`src/rtl/rtc_pkg.sv`:
```
package rtc_pkg;
  localparam int SEC_W    = 48;
  localparam int NS_W     = 32;
  localparam int SUBNS_W  = 8;
  localparam int INT_W    = 8;
  localparam int FRAC_W   = 32;
  localparam int PERIOD_W = INT_W + FRAC_W;
  localparam int RES_W    = FRAC_W - SUBNS_W;
  localparam longint unsigned NS_PER_SEC = 64'd1000000000;

  typedef struct packed {
    logic                loadTime;
    logic [PERIOD_W-1:0] step;
  } rtc_step_t;
endpackage

```
`src/rtl/rtc_ctrl.sv`:
```
module rtc_ctrl
  import rtc_pkg::*;
#(
  parameter int CNT_W      = 32,
  parameter int NOMINAL_NS = 8
) (
  input  logic                clk,
  input  logic                rstN,
  input  logic                periodWr,
  input  logic [PERIOD_W-1:0] periodIn,
  input  logic                adjWr,
  input  logic [PERIOD_W-1:0] adjPeriodIn,
  input  logic [CNT_W-1:0]    adjCountIn,
  input  logic                setWr,
  output rtc_step_t           stepOut
);
  localparam logic [PERIOD_W-1:0] NOMINAL_PERIOD =
    {INT_W'(NOMINAL_NS), {FRAC_W{1'b0}}};

  logic [PERIOD_W-1:0] basePeriod;
  logic [PERIOD_W-1:0] adjPeriod;
  logic [CNT_W-1:0]    adjLeft;
  logic                adjActive;

  assign adjActive = (adjLeft != '0);

  always_ff @(posedge clk) begin
    if (!rstN) begin
      basePeriod <= NOMINAL_PERIOD;
      adjPeriod  <= '0;
      adjLeft    <= '0;
    end else begin
      if (periodWr) basePeriod <= periodIn;
      if (adjWr) begin
        adjPeriod <= adjPeriodIn;
        adjLeft   <= adjCountIn;
      end else if (adjActive) begin
        adjLeft <= adjLeft - 1'b1;
      end
    end
  end

  always_comb begin
    stepOut.loadTime = setWr;
    stepOut.step     = adjActive ? adjPeriod : basePeriod;
  end

  // a pending adjustment counts down on every edge, including set edges
  assert_adj_countdown_R6: assert property (@(posedge clk) disable iff (!rstN)
    (adjActive && !adjWr) |=> adjLeft == $past(adjLeft) - 1'b1);

  // a written base period is held from the next edge
  assert_period_load_R3: assert property (@(posedge clk) disable iff (!rstN)
    periodWr |=> basePeriod == $past(periodIn));
endmodule

```
`src/rtl/rtc_datapath.sv`:
```
module rtc_datapath
  import rtc_pkg::*;
(
  input  logic              clk,
  input  logic              rstN,
  input  rtc_step_t         stepIn,
  input  logic [SEC_W-1:0]  setSec,
  input  logic [NS_W-1:0]   setNs,
  output logic [SEC_W-1:0]  secQ,
  output logic [NS_W-1:0]   nsQ,
  output logic [SUBNS_W-1:0] subQ
);
  localparam logic [NS_W:0]   NS_WRAP  = (NS_W+1)'(NS_PER_SEC);
  localparam logic [NS_W-1:0] NS_LIMIT = NS_W'(NS_PER_SEC);

  logic [RES_W-1:0] resQ;
  logic [FRAC_W:0]  fracSum;
  logic [NS_W:0]    nsSum;
  logic [NS_W:0]    nsNext;
  logic             secCarry;

  always_comb begin
    fracSum  = {1'b0, subQ, resQ} + {1'b0, stepIn.step[FRAC_W-1:0]};
    nsSum    = {1'b0, nsQ}
             + (NS_W+1)'(stepIn.step[PERIOD_W-1:FRAC_W])
             + (NS_W+1)'(fracSum[FRAC_W]);
    secCarry = (nsSum >= NS_WRAP);
    nsNext   = secCarry ? (nsSum - NS_WRAP) : nsSum;
  end

  always_ff @(posedge clk) begin
    if (!rstN) begin
      secQ <= '0;
      nsQ  <= '0;
      subQ <= '0;
      resQ <= '0;
    end else if (stepIn.loadTime) begin
      secQ <= setSec;
      nsQ  <= setNs;
      subQ <= '0;
      resQ <= '0;
    end else begin
      secQ <= secQ + SEC_W'(secCarry);
      nsQ  <= nsNext[NS_W-1:0];
      subQ <= fracSum[FRAC_W-1:RES_W];
      resQ <= fracSum[RES_W-1:0];
    end
  end

  // nanoseconds stay below one second once in range
  assert_ns_range_R5: assert property (@(posedge clk) disable iff (!rstN)
    (!stepIn.loadTime && nsQ < NS_LIMIT) |=> nsQ < NS_LIMIT);

  // seconds advance by at most one per edge
  assert_sec_step_R5: assert property (@(posedge clk) disable iff (!rstN)
    !stepIn.loadTime |=> (secQ == $past(secQ)) || (secQ == $past(secQ) + 1'b1));

  // time-set wins and clears the fraction
  assert_set_load_R8: assert property (@(posedge clk) disable iff (!rstN)
    stepIn.loadTime |=> (secQ == $past(setSec)) && (nsQ == $past(setNs))
                        && (subQ == '0) && (resQ == '0));
endmodule

```
`src/rtl/frac_rtc.sv`:
```
module frac_rtc
  import rtc_pkg::*;
#(
  parameter int CNT_W      = 32,
  parameter int NOMINAL_NS = 8
) (
  input  logic                clk,
  input  logic                rstN,
  input  logic                periodWr,
  input  logic [39:0]         periodIn,
  input  logic                adjWr,
  input  logic [39:0]         adjPeriodIn,
  input  logic [CNT_W-1:0]    adjCountIn,
  input  logic                setWr,
  input  logic [47:0]         setSec,
  input  logic [31:0]         setNs,
  output logic [47:0]         secOut,
  output logic [31:0]         nsOut,
  output logic [7:0]          subNsOut
);
  rtc_step_t stepBus;

  rtc_ctrl #(.CNT_W(CNT_W), .NOMINAL_NS(NOMINAL_NS)) ctrl (
    .clk(clk), .rstN(rstN),
    .periodWr(periodWr), .periodIn(periodIn),
    .adjWr(adjWr), .adjPeriodIn(adjPeriodIn), .adjCountIn(adjCountIn),
    .setWr(setWr), .stepOut(stepBus)
  );

  rtc_datapath datapath (
    .clk(clk), .rstN(rstN), .stepIn(stepBus),
    .setSec(setSec), .setNs(setNs),
    .secQ(secOut), .nsQ(nsOut), .subQ(subNsOut)
  );
endmodule

```
`config.mk`:
```
export PLATFORM = sky130hd
export DESIGN_NAME = frac_rtc
export DESIGN_NICKNAME = d
export VERILOG_FILES = /design/src/rtl/rtc_pkg.sv /design/src/rtl/rtc_ctrl.sv /design/src/rtl/rtc_datapath.sv /design/src/rtl/frac_rtc.sv
export SDC_FILE = /design/constraint.sdc
export NUM_CORES = 1
export LEC_CHECK = 0
export BUFFER_PORTS_ARGS = -buffer_cell sky130_fd_sc_hd__buf_2
export CAP_MARGIN = 30
export CORE_MARGIN = 2
export CORE_UTILIZATION = 57
export CTS_BUF_LIST = sky130_fd_sc_hd__clkbuf_8
export DETAILED_ROUTE_END_ITERATION = 8
export PLACE_DENSITY = 0.83
export SETUP_SLACK_MARGIN = 0.15
export SLEW_MARGIN = 10
export SYNTH_ARGS = -nofsm -noshare
export SYNTH_HDL_FRONTEND = slang
export SYNTH_SLANG_ARGS = --single-unit
```
`constraint.sdc`:
```
create_clock -name clk -period 15 [get_ports clk]
set_input_delay 2.25 -clock clk [delete_from_list [all_inputs] [get_ports clk]]
set_output_delay 2.25 -clock clk [all_outputs]
set_load 0.005 [all_outputs]
```
### Word level (Yosys, flattened, before mapping)

Cells that the tools add are included.

* bits in registers: 224
* bits in latches: 0
* RAM bits: 0
* ROM bits: 0
* output and inout bits: 88
* memories: 0

* add/subtract/negate cells: 6
* multiply operators: 0
* divide/modulo/power cells: 0
* magnitude comparators: 1
* eq/ne operators: 0
* shift-type cells: 0
* multiplexer cells: 6
* bitwise gates (word level): 1
* reductions and logical operators: 3

Operator list (number)
* $mux 32: 4
* $add 48x1->48: 1
* $mux 48: 1
* $mux 40: 1
* $add 32x32->33: 1
* $add 32x8->33: 1
* $add 33x1->33: 1
* $ge 33x30->1 const B: 1
* $reduce_bool 32->1: 1
* $sub 32x1->32 const B: 1
* $sub 32x30->32 const B: 1
* $reduce_bool 2->1: 1
* $reduce_or 2->1: 1
* $not 1->1: 1

### Logic depth before layout (Yosys ltp)

* depth after elaboration: 7
* gate-level depth with buffers: 51
* gate-level depth less buffers: 46

### Cells and area by module

Synthesis repeated with hierarchy kept, for this count alone.

* cells, all modules: 1450
* area, all modules: 12741.0 um^2

By module, submodules not included
* rtc_datapath: instances 1, cells an instance 940, area an instance 7588.5 um^2
* rtc_ctrl: instances 1, cells an instance 510, area an instance 5152.4 um^2

### Worst setup path before layout

OpenSTA, ideal clock, no wires.

* kind: register to register
* start: register ctrl.adjLeft[8]
* end: register datapath.secQ[46]
* library setup time: 116 ps
* arrival: 10537 ps
* required time: 14884 ps
* setup slack: 4347 ps
* stages on the path, launching flop included: 51
* path buffers: 5
* clock period less this slack: 10653 ps
* cells stage by stage: dfxtp_1 or3_1 nor4_1 nand3_1 or4_1 or2_2 clkbuf_1 nor2_1 buf_2 buf_2 mux2_2 ha_1 inv_1 fa_1 nor2b_1 o21a_1 a311o_1 o21ai_0 (+15 left out) a21oi_1 o31ai_1 a21oi_1 o211a_1 buf_6 clkinv_1 buf_2 ha_1 ha_1 nand2_1 nor2_1 nand2_1 nor2_1 nand3_1 nor2_1 nand4_1 xnor2_1 o211a_1

* word-level cells in the longest chain between the ends: 7
* elaborated cells between the ends (all ways): 8
* classes of those cells: 4 x add/sub; 1 x order compare; 2 x mux; 1 x reduce/logical

RTL lines
* start: declaration: RTL line rtc_ctrl.sv:22 `logic [CNT_W-1:0] adjLeft;`
* start signal: assignment: RTL line rtc_ctrl.sv:36 `adjLeft <= adjCountIn;`
* start signal: assignment: RTL line rtc_ctrl.sv:38 `adjLeft <= adjLeft - 1'b1;`
* $reduce_bool 32->1 (*): RTL line rtc_ctrl.sv:25 `assign adjActive = (adjLeft != '0);`
* $mux 40 (*): RTL line rtc_ctrl.sv:45 `stepOut.step = adjActive ? adjPeriod : basePeriod;`
* $add 32x8->33 / $add 32x32->33 (equally long branches): RTL line rtc_datapath.sv:25, rtc_datapath.sv:23
* $add 33x1->33 (*): RTL line rtc_datapath.sv:26 `+ (NS_W+1)'(fracSum[FRAC_W]);`
* $ge 33x30->1 (*): RTL line rtc_datapath.sv:27 `secCarry = (nsSum >= NS_WRAP);`
* $add 48x1->48 (*): RTL line rtc_datapath.sv:43 `secQ <= secQ + SEC_W'(secCarry);`
* $mux 48 (*): RTL line rtc_datapath.sv:37 `end else if (stepIn.loadTime) begin`
* end signal: assignment: RTL line rtc_datapath.sv:38 `secQ <= setSec;`
* end signal: assignment: RTL line rtc_datapath.sv:43
* end: declaration: RTL line rtc_datapath.sv:9 `output logic [SEC_W-1:0] secQ,`

Every way passes the cells marked *; elsewhere a longest branch is shown, timed or not.
A chain may end at the register's enable or synchronous reset.

### Final worst setup path

* start: register ctrl.adjLeft[0]
* end: register datapath.secQ[46]

The elaborated chain is that of the path after synthesis.

==> results by group <==
Synth
  • Post-Syn Area per Cell: 8.61 um2
  • Synth warnings: 0
  • Sequential fraction of the synthesis area: 34.0%
  • Synth area leader: dfxtp_1
  • Syn Inst Count: 1530
  • Synth Net Count: 1773
  • Yosys reg bits: 224
  • Post-synth ARST share: 0%
  • Cell Area, Synth: 13200 um2
  • Unique masters post-synth: 79
  • Predominant post-synthesis flop cell: dfxtp_1
  • EDFF count, synth: 0
  • Top cells by area, synth: dfxtp_1 (34%), mux2i_1 (6.9%), nor2b_1 (5.6%)
  • Post-synth top area share: 34.0%

Clock network
  • CTS tree: yes
  • H-tree levels: 2
  • Num CTS Buffers: 41
  • Sink Count: 224
  • Post-CTS Resized: 0
  • Hold-fix buffers, CTS: 0
  • Clock buffer depth: 3
  • Root buf cell: clkbuf_8
  • Worst skew pair latency: 0.56 ns
  • Clk pin slew, worst setup/hold paths: 0.06 ns
  • Post-CTS setup buffers: 0

Power and ir drop
  • Lkg Pwr: 6.97 nW
  • P per Cell Area: 99.2 nW/um2
  • VDD IR-drop max: 60.7 uV

GRT
  • Met2 Use GR: 51.5%
  • First-pass GRT wire length: 59400 um
  • Met1 Use GR: 36.0%
  • Vias in the first global route: 12.2k
  • Global-route track usage on met3: 7.53%
  • Gr usage total: 29.8%
  • Largest net degree at the start of global routing: 117
  • Antenna violations before repair: 3
  • GR peak layer: met2
  • Overflow after GRT: 0

Finish
  • Layout Cells excl Fill: 2107
  • Layout overhead on the synthesized area: 19.3%
  • Final core utilization: 69.4%
  • Layout cells sized above 1: 23.6%
  • Seq. cell area: 4480 um2
  • FILL cells: 1833
  • Multi-input combinational cell area: 8290 um2
  • Final Net Count: 2035

Worst hold path
  • Worst Hold Depth: 2
  • Worst Hold Endpoint: ctrl.basePeriod[35]
  • Hold Crit Class: flop to flop
  • Hold Path Origin: ctrl.basePeriod[35]

Route
  • Vias: 12.2k
  • Initial DRC count: 835
  • Detailed Routing Iterations Pass 1: 6
  • DR DRC count: 0
  • Antenna viol nets, final: 0
  • Routed len/inst: 17.7 um
  • Vias/cell: 5.80
  • Total Wirelength: 37300 um

Timing
  • Setup TNS: 0 ns
  • RSZ-0062 raised after global routing: false
  • Max_slew headroom: 39.6%
  • Final Hold Viols: 0
  • Final setup violating endpoints: 0
  • Period utilization: 84.2%
  • Worst slew pin tran: 0.901 ns
  • Fmax: 79.2 MHz
  • Tmin final: 12.62 ns
  • Setup WS post-layout: 2.38 ns
  • Hold slack: 0.499 ns
  • Clk_skew: 0.0296 ns
  • Max Slew Vio Count: 0

Critical path
  • Worst Reg2Reg Path Length in Cells: 42
  • Critical path class: flop to flop
  • Worst r2r src: ctrl.adjLeft[0]
  • CP Capture Type: flop
  • Critical-path top delay cell: nor4b_1
  • Top cell by count, worst path: ha_1
  • R2r endpoint: datapath.secQ[46]
  • Crit-path max FO: 27
  • CP Data Arrival Time: 13.05 ns
  • Worst R2R Setup Slack: 2.38 ns
  • Crit path launch type: flop
  • WP data required: 15.43 ns
  • Max stage delay on crit path: 0.68 ns

Place
  • RD Place Congestion: 0.953
  • DP Wirelength: 27000 um
  • IO Port Bufs: 284
  • DP Cell Count: 2031
  • Pre-CTS setup slack: 2.24 ns

Status
  • Status: completed

Run
  • Max-Cap Viols: 0

Die
  • Die X: 156 um
  • Die height: 156 um
  • Core ar.: 22600 um2
  • # IOs: 285
  • Initial core utilization: 58.2%
  • Die ar.: 24300 um2
  • Row count: 55
## power by group
group	switching (W)	leakage, nW	internal [W]	total [W]
clock	0.000266	0.484	0.000365	0.000631
combinational	0.000136	4.64	0.000120	0.000256
sequential	0.0000375	1.85	0.000634	0.000671
total	0.000440	6.97	0.00112	0.00156
## synthesized netlist by cell type (23+ instances only)
library cell and n:
nor2_1 75, nand2_1 127, clkbuf_1 52, and2_1 56
nand3_1 61, dfxtp_1 224, nor3_1 43, mux2_2 42
mux2i_1 91, inv_1 23, o21ai_0 84, xor2_1 48
ha_1 43, a21oi_1 65, nor2b_1 117, xnor2_1 69
nand4_1 28
## worst max-delay path: cells and delay by family (launching register included)
kind            cells  cell delay, ns
fa+ha+maj           6            1.66
simple gates       15            5.16
buf+inv             3            1.06
mux                 2            0.77
xor+xnor            1            0.15
flops               1            0.32
compound gates     15            3.35
## kinds of logic after synthesis
group	after synthesis	synth area share, %
flops	224	34.0
xor+xnor	117	7.78
simple gates	614	25.0
mux	133	10.5
compound gates	295	15.1
fa+ha+maj	46	4.54
buf+inv	101	3.08
## flip-flops by register name, summed over array words and instances, names as in the netlist
register,cells
datapath.subQ,8
ctrl.adjLeft,32
ctrl.basePeriod,40
datapath.nsQ,32
datapath.secQ,48
ctrl.adjPeriod,40
datapath.resQ,24
## area by class of cell
class,instances,share of cell area (%)
clock inverter,11,0.581
clock buffer,59,5.17
multi-input combinational,1205,52.8
sequential,224,28.5
inverter,25,0.597
tap,285,2.27
antenna,3,0.0478
timing repair buffer,295,10.0
## metal layers
layer,vias up,share of wire (%)
li1,5981,-
met1,5672,42
met2,487,47
met3,88,8.2
met4,2,2.8
met5,-,0.029
## through the flow
stage / area [um2] / total power (W)
floorplan: 13200 / 0.000843
global placement: 14700 / 0.000925
detailed placement: 14700 / 0.000934
CTS: 15600 / 0.00156
global route: 15700 / 0.00163
finish: 15700 / 0.00156
## layout by cell type (no fill, tap or decap), types with 7 or more instances in the layout
cell type,count
o31ai_1,9
nand2_1,127
buf_4,10
ha_1,43
nand3_1,61
nand2b_1,19
dfxtp_1,224
a21o_1,10
o21a_1,13
buf_2,281
xor2_1,48
nor2_1,74
nor2b_1,116
inv_1,28
a22oi_1,9
and3_1,14
a21oi_1,65
o211a_1,19
a211oi_1,13
a211o_1,11
o211ai_1,7
xnor2_1,69
nor3_1,43
mux2_2,42
or3_1,20
mux2i_1,91
nor3b_1,7
and2_1,56
o21ai_0,84
clkbuf_8,59
nand4_1,28
or4_1,10
nor4_1,12
## worst max-delay path by stage
stage | start | endpoint | slack [ns] | cells after the start
floorplan | ctrl.adjLeft[8] | datapath.secQ[46] | 4.35 | 50
global placement | ctrl.adjLeft[0] | datapath.secQ[46] | 2.67 | 42
detailed placement | ctrl.adjLeft[0] | datapath.secQ[46] | 2.24 | 42
CTS | ctrl.adjLeft[0] | datapath.secQ[46] | 2.18 | 42
global route | ctrl.adjLeft[0] | datapath.secQ[46] | 1.33 | 42
finish | ctrl.adjLeft[0] | datapath.secQ[46] | 2.38 | 42
Note: power is estimated with default switching activity, not from simulation.
